**src/rtl/as_cfg_pkg.sv**
```systemverilog
package as_cfg_pkg;

  typedef enum logic [2:0] {
    ST_IDLE,
    ST_CMD,
    ST_DATA,
    ST_WAIT,
    ST_INIT,
    ST_USER,
    ST_ERR
  } seq_state_t;

  localparam logic [7:0] RD_OPCODE = 8'h03;
  localparam int         CMD_BITS  = 32;

endpackage

```
**src/rtl/as_cfg_clkdiv.sv**
```systemverilog
module as_cfg_clkdiv #(
  parameter int CLK_DIV = 4
) (
  input  logic clk,
  input  logic rst_n,
  output logic sclk,
  output logic rise_tk,
  output logic fall_tk
);

  localparam int HALF = CLK_DIV / 2;
  localparam int CW   = (HALF > 1) ? $clog2(HALF) : 1;

  logic [CW-1:0] cnt_q, cnt_d;
  logic          sclk_d;
  logic          wrap;

  always_comb begin
    wrap   = (cnt_q == CW'(HALF - 1));
    cnt_d  = wrap ? '0 : cnt_q + 1'b1;
    sclk_d = wrap ? ~sclk : sclk;
  end

  // strobes mark the system clock edge at which sclk toggles
  assign rise_tk = wrap & ~sclk;
  assign fall_tk = wrap & sclk;

  always_ff @(posedge clk or negedge rst_n) begin
    if (!rst_n) begin
      cnt_q <= '0;
      sclk  <= 1'b1;
    end else begin
      cnt_q <= cnt_d;
      sclk  <= sclk_d;
    end
  end

endmodule

```
**src/rtl/as_cfg_shift.sv**
```systemverilog
module as_cfg_shift
  import as_cfg_pkg::*;
#(
  parameter logic [23:0] START_ADDR = 24'h000000
) (
  input  logic       clk,
  input  logic       rst_n,
  input  logic       load,
  input  logic       shift,
  input  logic       capture,
  input  logic       miso,
  output logic       mosi,
  output logic [7:0] byte_data,
  output logic       byte_valid,
  output logic       blank_now
);

  localparam logic [CMD_BITS-1:0] CMD_WORD = {RD_OPCODE, START_ADDR};

  logic [CMD_BITS-2:0] cmd_q, cmd_d;
  logic                mosi_d;
  logic [6:0]          acc_q, acc_d;
  logic [2:0]          bit_q, bit_d;
  logic                ones_q, ones_d;
  logic [7:0]          byte_d;
  logic                valid_d;

  always_comb begin
    cmd_d   = cmd_q;
    mosi_d  = mosi;
    acc_d   = acc_q;
    bit_d   = bit_q;
    ones_d  = ones_q;
    byte_d  = byte_data;
    valid_d = 1'b0;
    if (load) begin
      mosi_d = CMD_WORD[CMD_BITS-1];
      cmd_d  = CMD_WORD[CMD_BITS-2:0];
      bit_d  = '0;
      ones_d = 1'b1;
    end else if (shift) begin
      mosi_d = cmd_q[CMD_BITS-2];
      cmd_d  = {cmd_q[CMD_BITS-3:0], 1'b0};
    end
    if (capture) begin
      acc_d  = {acc_q[5:0], miso};
      bit_d  = bit_q + 1'b1;
      ones_d = ones_q & miso;
      if (bit_q == 3'd7) begin
        byte_d  = {acc_q, miso};
        valid_d = 1'b1;
      end
    end
  end

  // all bits so far were ones, including the one on the line now
  assign blank_now = ones_q & miso;

  always_ff @(posedge clk or negedge rst_n) begin
    if (!rst_n) begin
      cmd_q      <= '0;
      mosi       <= 1'b0;
      acc_q      <= '0;
      bit_q      <= '0;
      ones_q     <= 1'b1;
      byte_data  <= '0;
      byte_valid <= 1'b0;
    end else begin
      cmd_q      <= cmd_d;
      mosi       <= mosi_d;
      acc_q      <= acc_d;
      bit_q      <= bit_d;
      ones_q     <= ones_d;
      byte_data  <= byte_d;
      byte_valid <= valid_d;
    end
  end

endmodule

```
**src/rtl/as_cfg_seq.sv**
```systemverilog
module as_cfg_seq
  import as_cfg_pkg::*;
#(
  parameter int NBITS     = 1024,
  parameter int INIT_CYC  = 8,
  parameter int DONE_WAIT = 16,
  parameter int ERR_HOLD  = 32,
  parameter int RETRY_W   = 4
) (
  input  logic               clk,
  input  logic               rst_n,
  input  logic               cfg_req_n,
  input  logic               done_in,
  input  logic               rise_tk,
  input  logic               fall_tk,
  input  logic               blank_now,
  output logic               load,
  output logic               shift,
  output logic               capture,
  output logic               cs_n,
  output logic               status_n,
  output logic               user_mode,
  output logic [RETRY_W-1:0] retry_cnt
);

  localparam int BW    = $clog2(NBITS + 1);
  localparam int TMAX0 = (INIT_CYC > DONE_WAIT) ? INIT_CYC : DONE_WAIT;
  localparam int TMAX  = (TMAX0 > ERR_HOLD) ? TMAX0 : ERR_HOLD;
  localparam int TW    = $clog2(TMAX + 1);
  localparam int CCW   = $clog2(CMD_BITS);

  seq_state_t       state_q, state_d;
  logic [CCW-1:0]   cmd_q, cmd_d;
  logic [BW-1:0]    bits_q, bits_d;
  logic [TW-1:0]    tmr_q, tmr_d;
  logic [RETRY_W-1:0] rty_d;
  logic             go_err;

  always_comb begin
    state_d = state_q;
    cmd_d   = cmd_q;
    bits_d  = bits_q;
    tmr_d   = tmr_q;
    rty_d   = retry_cnt;
    load    = 1'b0;
    shift   = 1'b0;
    capture = 1'b0;
    go_err  = 1'b0;
    case (state_q)
      ST_IDLE: begin
        if (fall_tk) begin
          state_d = ST_CMD;
          load    = 1'b1;
          cmd_d   = '0;
        end
      end
      ST_CMD: begin
        if (done_in) begin
          go_err = 1'b1;
        end else if (fall_tk) begin
          if (cmd_q == CCW'(CMD_BITS - 1)) begin
            state_d = ST_DATA;
            bits_d  = BW'(NBITS);
          end else begin
            shift = 1'b1;
            cmd_d = cmd_q + 1'b1;
          end
        end
      end
      ST_DATA: begin
        if (done_in) begin
          go_err = 1'b1;
        end else if (fall_tk) begin
          capture = 1'b1;
          bits_d  = bits_q - 1'b1;
          if (bits_q == BW'(1)) begin
            if (blank_now) begin
              go_err = 1'b1;
            end else begin
              state_d = ST_WAIT;
              tmr_d   = TW'(DONE_WAIT);
            end
          end
        end
      end
      ST_WAIT: begin
        if (done_in) begin
          state_d = ST_INIT;
          tmr_d   = TW'(INIT_CYC);
        end else if (rise_tk) begin
          if (tmr_q == TW'(1)) go_err = 1'b1;
          else                 tmr_d  = tmr_q - 1'b1;
        end
      end
      ST_INIT: begin
        if (rise_tk) begin
          if (tmr_q == TW'(1)) state_d = ST_USER;
          else                 tmr_d   = tmr_q - 1'b1;
        end
      end
      ST_USER: ;
      ST_ERR: begin
        if (tmr_q == TW'(1)) state_d = ST_IDLE;
        else                 tmr_d   = tmr_q - 1'b1;
      end
      default: state_d = ST_IDLE;
    endcase

    if (!cfg_req_n) begin
      state_d = ST_IDLE;
      load    = 1'b0;
      shift   = 1'b0;
      capture = 1'b0;
    end else if (go_err) begin
      state_d = ST_ERR;
      tmr_d   = TW'(ERR_HOLD);
      if (retry_cnt != '1) rty_d = retry_cnt + 1'b1;
    end
  end

  assign cs_n      = !((state_q == ST_CMD) || (state_q == ST_DATA));
  assign status_n  = (state_q != ST_ERR);
  assign user_mode = (state_q == ST_USER);

  always_ff @(posedge clk or negedge rst_n) begin
    if (!rst_n) begin
      state_q   <= ST_IDLE;
      cmd_q     <= '0;
      bits_q    <= '0;
      tmr_q     <= '0;
      retry_cnt <= '0;
    end else begin
      state_q   <= state_d;
      cmd_q     <= cmd_d;
      bits_q    <= bits_d;
      tmr_q     <= tmr_d;
      retry_cnt <= rty_d;
    end
  end

endmodule

```
**src/rtl/as_cfg_master.sv**
```systemverilog
module as_cfg_master #(
  parameter int          CLK_DIV    = 4,
  parameter int          NBITS      = 1024,
  parameter logic [23:0] START_ADDR = 24'h000000,
  parameter int          INIT_CYC   = 8,
  parameter int          DONE_WAIT  = 16,
  parameter int          ERR_HOLD   = 32,
  parameter int          RETRY_W    = 4
) (
  input  logic               clk,
  input  logic               rst_n,
  input  logic               cfg_req_n,
  input  logic               done_in,
  input  logic               miso,
  output logic               sclk,
  output logic               cs_n,
  output logic               mosi,
  output logic               status_n,
  output logic               user_mode,
  output logic [RETRY_W-1:0] retry_cnt,
  output logic [7:0]         byte_data,
  output logic               byte_valid
);

  logic [1:0] rst_sync_q;
  logic       rst_core_n;
  logic       rise_tk, fall_tk;
  logic       load, shift, capture, blank_now;

  always_ff @(posedge clk or negedge rst_n) begin
    if (!rst_n) rst_sync_q <= '0;
    else        rst_sync_q <= {rst_sync_q[0], 1'b1};
  end
  assign rst_core_n = rst_sync_q[1];

  as_cfg_clkdiv #(.CLK_DIV(CLK_DIV)) u_div (
    .clk     (clk),
    .rst_n   (rst_core_n),
    .sclk    (sclk),
    .rise_tk (rise_tk),
    .fall_tk (fall_tk)
  );

  as_cfg_shift #(.START_ADDR(START_ADDR)) u_shift (
    .clk        (clk),
    .rst_n      (rst_core_n),
    .load       (load),
    .shift      (shift),
    .capture    (capture),
    .miso       (miso),
    .mosi       (mosi),
    .byte_data  (byte_data),
    .byte_valid (byte_valid),
    .blank_now  (blank_now)
  );

  as_cfg_seq #(
    .NBITS     (NBITS),
    .INIT_CYC  (INIT_CYC),
    .DONE_WAIT (DONE_WAIT),
    .ERR_HOLD  (ERR_HOLD),
    .RETRY_W   (RETRY_W)
  ) u_seq (
    .clk       (clk),
    .rst_n     (rst_core_n),
    .cfg_req_n (cfg_req_n),
    .done_in   (done_in),
    .rise_tk   (rise_tk),
    .fall_tk   (fall_tk),
    .blank_now (blank_now),
    .load      (load),
    .shift     (shift),
    .capture   (capture),
    .cs_n      (cs_n),
    .status_n  (status_n),
    .user_mode (user_mode),
    .retry_cnt (retry_cnt)
  );

endmodule

```
**config.mk**
```make
export PLATFORM = sky130hd
export DESIGN_NAME = as_cfg_master
export DESIGN_NICKNAME = d
export VERILOG_FILES = /design/src/rtl/as_cfg_pkg.sv /design/src/rtl/as_cfg_clkdiv.sv /design/src/rtl/as_cfg_shift.sv /design/src/rtl/as_cfg_seq.sv /design/src/rtl/as_cfg_master.sv
export SDC_FILE = /design/constraint.sdc
export NUM_CORES = 1
export LEC_CHECK = 0
export ABC_AREA = 1
export BUFFER_PORTS_ARGS = -buffer_cell sky130_fd_sc_hd__buf_4
export CAP_MARGIN = 20
export CORE_ASPECT_RATIO = 1.75
export CORE_MARGIN = 2
export CORE_UTILIZATION = 50
export DETAILED_ROUTE_END_ITERATION = 10
export PLACE_DENSITY_LB_ADDON = 0.3
export REMOVE_ABC_BUFFERS = 1
export SYNTH_ARGS = -nofsm -noshare
export SYNTH_HDL_FRONTEND = slang
export SYNTH_SLANG_ARGS = --single-unit
```
**constraint.sdc**
```tcl
create_clock -name clk -period 1.9 [get_ports clk]
set_clock_uncertainty 0.1 [all_clocks]
set_input_delay 0.095 -clock clk [delete_from_list [all_inputs] [get_ports clk]]
set_output_delay 0.095 -clock clk [all_outputs]
set_load 0.005 [all_outputs]
```
Word level (Yosys, flattened, before mapping)
Index checks and enable logic that the tools add are counted.

storage, ports and cells
  register bits = 85
  bits of input ports = 5
  output and inout bits = 18
  word-level logic and storage cells = 136

operators by class
  add/sub/neg operators = 6
  equal/unequal tests = 32
  mux-type cells = 67
  bitwise operators = 4
  reduce and logical (&&, ||, !) cells = 12

operator list
  kind                                                                     number
  31-bit two-way mux                                                       2
  11-bit two-way mux                                                       5
  6-bit two-way mux                                                        9
  3-bit two-way mux                                                        16
  4-bit by 3-bit inequality test with 1-bit output, second input constant  8
  1-bit two-way mux                                                        26
  6-bit case mux with 4 select lines                                       1
  11-bit case mux with 2 select lines                                      1
  3-bit case mux with 7 select lines                                       1
  5-bit two-way mux                                                        4
  4-bit by 2-bit inequality test with 1-bit output, second input constant  4
  13-bit AND reduction                                                     1
  3-bit == test, second input constant                                     4
  2-bit inequality test, second input constant                             6
  11-bit by 1-bit == test with 1-bit output, second input constant         1
  11-bit by 1-bit subtractor with 11-bit output, second input constant     1
  5-bit case mux with 2 select lines                                       1
  2-bit nonzero test                                                       4
  3-bit by 2-bit == test with 1-bit output, second input constant          2
  6-bit by 1-bit == test with 1-bit output, second input constant          1
  6-bit AND reduction                                                      1
  6-bit by 1-bit subtractor with 6-bit output, second input constant       1
  5-bit by 1-bit adder with 5-bit output, second input constant            1
  5-bit == test, second input constant                                     1
  17 further kinds                                                         19

Depth between registers and ports, before layout
  depth in word-level cells = 8
  mapped depth = 14

Hierarchy
From an unflattened synthesis, not the netlist that was laid out.

unflattened totals
  cells, all modules = 440
  area, all modules = 3465.8 um^2

by module, submodules not included
  module         instances  cells each  area each (um^2)  sequential area each (um^2)
  as_cfg_seq     1          313         2192.1            725.7
  as_cfg_shift   1          114         1138.6            701.9
  as_cfg_clkdiv  1          10          81.3              51.3
  as_cfg_master  1          3           53.8              50.0

Worst setup path before layout
Ideal clock, no wire load.

  path kind = register to register
  from = register u_seq.cmd_q[1]
  to = register u_shift.mosi
  setup time = 127 ps
  data arrival time = 1573 ps
  data required time = 1673 ps
  slack = 100 ps
  cell stages (with the launch flop) = 15
  buffers on the path = 0
  period minus slack after synthesis = 1800 ps
  cells stage by stage = dfrtp_1 > ha_1 > nand2_1 > nor2_1 > ha_1 > inv_1 > o21ai_0 > nor2_1 > nand2_2 > inv_2 > nand3_2 > nand2_1 > inv_2 > nand2_1 > o21ai_0

on the way
  longest elaborated chain between the ends = 7

ends and longest elaborated chain
  item                          line                RTL
  start, declared               as_cfg_seq.sv:33    logic [CCW-1:0] cmd_q, cmd_d;
  start signal, assigned        as_cfg_seq.sv:134   cmd_q <= cmd_d;
  5-bit == test                 as_cfg_seq.sv:61    if (cmd_q == CCW'(CMD_BITS - 1)) begin
  1-bit two-way mux             as_cfg_seq.sv:61
  1-bit two-way mux             as_cfg_seq.sv:60    end else if (fall_tk) begin
  1-bit two-way mux             as_cfg_seq.sv:58    if (done_in) begin
  1-bit two-way mux             as_cfg_seq.sv:49    case (state_q)
  1-bit two-way mux             as_cfg_seq.sv:109   if (!cfg_req_n) begin
  2-bit nonzero test (no line)  -
  end signal, assigned          as_cfg_shift.sv:70  mosi <= mosi_d;
  end, declared                 as_cfg_shift.sv:12  output logic mosi,

No other way between the ends.
A chain may end at the register's enable or synchronous reset.

Worst setup path in the final report
  from = register u_seq.cmd_q[1]
  to = register u_shift.cmd_q[29]

on the way
  longest elaborated chain between the ends = 7

ends and longest elaborated chain
  item                          line                RTL
  5-bit == test                 as_cfg_seq.sv:61
  1-bit two-way mux             as_cfg_seq.sv:61
  1-bit two-way mux             as_cfg_seq.sv:60
  1-bit two-way mux             as_cfg_seq.sv:58
  1-bit two-way mux             as_cfg_seq.sv:49
  1-bit two-way mux             as_cfg_seq.sv:109
  2-bit nonzero test (no line)  -
  end signal, assigned          as_cfg_shift.sv:69  cmd_q <= cmd_d;
  end, declared                 as_cfg_shift.sv:20  logic [CMD_BITS-2:0] cmd_q, cmd_d;

No other way between the ends.

==> impl_metrics.env <==
export IMPL_status="complete, no violations"
export IMPL_viasPerCell=5.17
export IMPL_p_switching_mw=1.84
export IMPL_synth_common_cells="nand2_1 (109), dfrtp_1 (59), inv_1 (51), nor2_1 (34), nand3_1 (32)"
export IMPL_area_growth_pct=27.0
export IMPL_multi_input_area_mm2=0.00158
export IMPL_required_ns=2.02
export IMPL_finalHoldViolCount=0
export IMPL_clockPowerShare_pct=35.7
export IMPL_syn_avg_cell_area_um2=7.94
export IMPL_grt_max_degree=23
export IMPL_core_mm2=0.00644
export IMPL_register_area_mm2=0.00153
export IMPL_ioPinCount=23
export IMPL_cp_arrival_ns=1.96
export IMPL_initialDrtViolationCount=110
export IMPL_synth_ff_type="dfrtp_1"
export IMPL_final_setup_viol_count=0
export IMPL_routed_wl_um=7170
export IMPL_stdcell_area_mm2=0.00418
export IMPL_min_path_type="input port to register"
export IMPL_synth_most_common_cell="nand2_1"
export IMPL_grt_pass1_wl_um=12600
export IMPL_syn_area_mm2=0.00330
export IMPL_critPathCaptureType="register"
export IMPL_rows=39
export IMPL_vdd_ir_drop_worst_v=0.00119
export IMPL_antenna_cells=0
export IMPL_fill_cells=575
export IMPL_numCtsBuffers=9
export IMPL_post_dp_cell_area_mm2=0.00365
export IMPL_maxSlewViolCount=0
export IMPL_synth_top_area_share_pct=44.8
export IMPL_antenna_left=0
export IMPL_die_y_um=111
export IMPL_pwr_share_seq_pct=33.7
export IMPL_cts_tree="yes"
export IMPL_max_cap_viol_count=0
export IMPL_crit_family="simple AND/OR/NAND/NOR gates"
export IMPL_power_density_mw_per_mm2=1310
export IMPL_synth_seq_cells=61
export IMPL_startpoint_type="register"
export IMPL_antenna_found_initial=0
export IMPL_worstPathMaxFanout=6
export IMPL_clk_latency_ns=0.33
export IMPL_period_minus_slack_ns=1.84
export IMPL_num_vias=2879
export IMPL_start_util_pct=51.2
export IMPL_async_flop_share_pct=100
export IMPL_drt_pass1_iterations=4
export IMPL_p_leak_nw=2.17
export IMPL_rsz0062_at_grt="true"
export IMPL_p_int_mw=3.63
export IMPL_max_stage_delay_ns=0.39
export IMPL_pwr_share_comb_pct=30.6
export IMPL_crit_type="register to register"
export IMPL_clock_sinks=61
export IMPL_synthCells=415
export IMPL_stdcell_count=557
export IMPL_htree_num_levels=3
export IMPL_yosys_cell_types_count=37
export IMPL_dieArea_mm2=0.00728
export IMPL_yosys_area_top_type="dfrtp_1"
export IMPL_overflow=0
export IMPL_yosysWarnings=0
export IMPL_hpwl_um=5340
export IMPL_clock_path_buffers=2
export IMPL_r2r_setup_slack_ns=0.06
export IMPL_ys_top_cells_by_area="dfrtp_1 (45%), nand2_1 (12%), inv_1 (5.8%), nand3_1 (4.9%), o21ai_0 (4.1%)"
export IMPL_avgRoutedWirePerCell_um=12.9
export IMPL_finalCritPeriodShare_pct=96.9
export IMPL_clockRootBuffer="clkbuf_16"
export IMPL_fin_nets=484
export IMPL_clk_pin_slew_ns=0.05
export IMPL_die_width_um=65.4
export IMPL_path_cells="ha_2 > nand2_1 > nor2_1 > ha_2 > inv_2 > o21ai_2 > nor2_1 > nand2_2 > inv_2 > nand3_4 > nand2_2 > inv_2 > nand2_1 > nand2_1"
export IMPL_track_usage_pct=22.4
export IMPL_tightest_slew_ns=0.511
export IMPL_yosysSeqAreaShare_pct=46.4
export IMPL_dp_cells=528
export IMPL_synth_edf_count=0
export IMPL_grt_pass1_vias=2975
export IMPL_worstPathBufferInverterCount=3
export IMPL_drive_gt1_share_pct=25.1
export IMPL_drc=0
export IMPL_fmax_ghz=0.543
export IMPL_switching_share_pct=33.6
export IMPL_io_buffers=22
export IMPL_slowest_stage="dfrtp_1"
export IMPL_maxSlewHeadroom_pct=66.0
export IMPL_place_gp_congestion=0.882
tightest hold or removal path: stages:
cell and delay [ns]:
buf_4 0.12, nor2_2 0.06, nand2_2 0.11, o21ai_0 0.08
worst paths after layout:
check,startpoint,end,cells after the start
setup / recovery,u_seq.cmd_q[1],u_shift.cmd_q[29],14
hold / removal,done_in,u_seq.bits_q[0],4
setup reg to reg,u_seq.cmd_q[1],u_shift.cmd_q[29],14
hold reg to reg,rst_sync_q[1],u_seq.state_q[1],0
max in group asynchronous,rst_sync_q[1],u_shift.bit_q[1],1
min in group asynchronous,rst_sync_q[1],u_seq.state_q[1],0
registers in the layout (all words and copies together), names as in the netlist:
name	count
rst_sync_q	2
u_seq.bits_q	11
u_seq.state_q	3
u_shift.cmd_q	7
u_shift.ones_q	1
u_div.cnt_q	1
u_div.sclk	1
u_shift.byte_data	8
u_shift.acc_q	7
u_seq.cmd_q	5
u_shift.mosi	1
u_shift.byte_valid	1
u_seq.retry_cnt	4
u_seq.tmr_q	6
u_shift.bit_q	3
layer usage:
metal | vias to the layer above | track usage [%] | wire length [um]
met5 | - | 0 | 0
met4 | 0 | 13.2 | 301
met3 | 27 | 6.26 | 201
met2 | 40 | 38.7 | 3910
met1 | 1367 | 23.4 | 2750
li1 | 1445 | - | -
layout by cell type (no fill, tap or decap), types with 2 or more instances in the layout:
master	Yosys	final
dfrtp_1	59	58
a21oi_1	14	13
nand2_4	3	4
nand4_1	9	9
inv_4	0	2
nand2_2	10	12
nor2_1	34	32
nor2_4	4	5
clkbuf_16	0	9
nor2_2	6	7
o21ai_2	9	10
inv_2	8	9
dfstp_2	2	2
nand3_2	2	2
ha_2	0	2
o21ai_0	27	25
a22o_1	2	2
nor3_1	3	2
bufinv_16	0	4
nand3_1	32	31
ha_1	9	7
o21ai_1	2	3
nand2_1	109	105
dlygate4sd3_1	0	4
buf_4	1	43
nand3_4	1	2
xnor2_1	3	3
inv_1	51	48
clkbuf_1	0	3
final cells by class:
| class | instances | area share [%] |
|---|---|---|
| Clock inverter | 4 | 2.87 |
| Sequential cell | 61 | 36.6 |
| Inverter | 60 | 5.53 |
| Multi-Input combinational cell | 290 | 37.8 |
| Tap cell | 82 | 2.45 |
| Timing Repair Buffer | 48 | 9.15 |
| Clock buffer | 12 | 5.65 |
stage by stage:
step	total power, mW	hold WS (ns)	util [%]	worst slack (ns)	TNS [ns]
6_report	5.46	0.0730	65.0	0.0580	0
5_1_grt	5.84	0.0960	65.0	-0.0505	-0.458
4_1_cts	5.39	0.0669	63.1	0.0162	0
3_5_place_dp	3.38	-0.220	56.6	-0.0260	-0.0397
3_3_place_gp	3.32	-0.222	56.6	0.0388	0
2_1_floorplan	2.92	-0.301	-	-0.0207	-1.18
power by group through the flow:
| stage | logic (mW) | registers (mW) | clock network (mW) |
|---|---|---|---|
| detailed placement | 1.53 | 1.85 | 0 |
| finish | 1.67 | 1.84 | 1.95 |
| CTS | 1.57 | 1.83 | 1.99 |
| global route | 1.90 | 1.89 | 2.05 |
| floorplan | 1.11 | 1.81 | 0 |
| global placement | 1.49 | 1.83 | 0 |
logic make-up (layout without fill, tap and decap cells):
kind of cell             Yosys count  after routing  share of synthesized area, %
AND/OR/NAND/NOR                  216            216                          30.5
buffers and inverters             64            124                          7.74
flip-flops                        61             61                          46.4
AO/OA/AOI/OAI                     60             60                          10.8
adder cells (fa/ha/maj)            9              9                          3.42
XOR/XNOR                           4              4                          1.06
other                              1              1                         0.114
timing repair:
action | 4_1_cts | 5_1_grt
resized for setup | 4 | 20
endpoints found under the setup margin | 7 | 29
pin swaps | 0 | 7
buffers inserted | 1 | 8
endpoints found under the hold margin | 7 | 0
hold buffers | 4 | 0
Power figures use the tool's default switching activity.
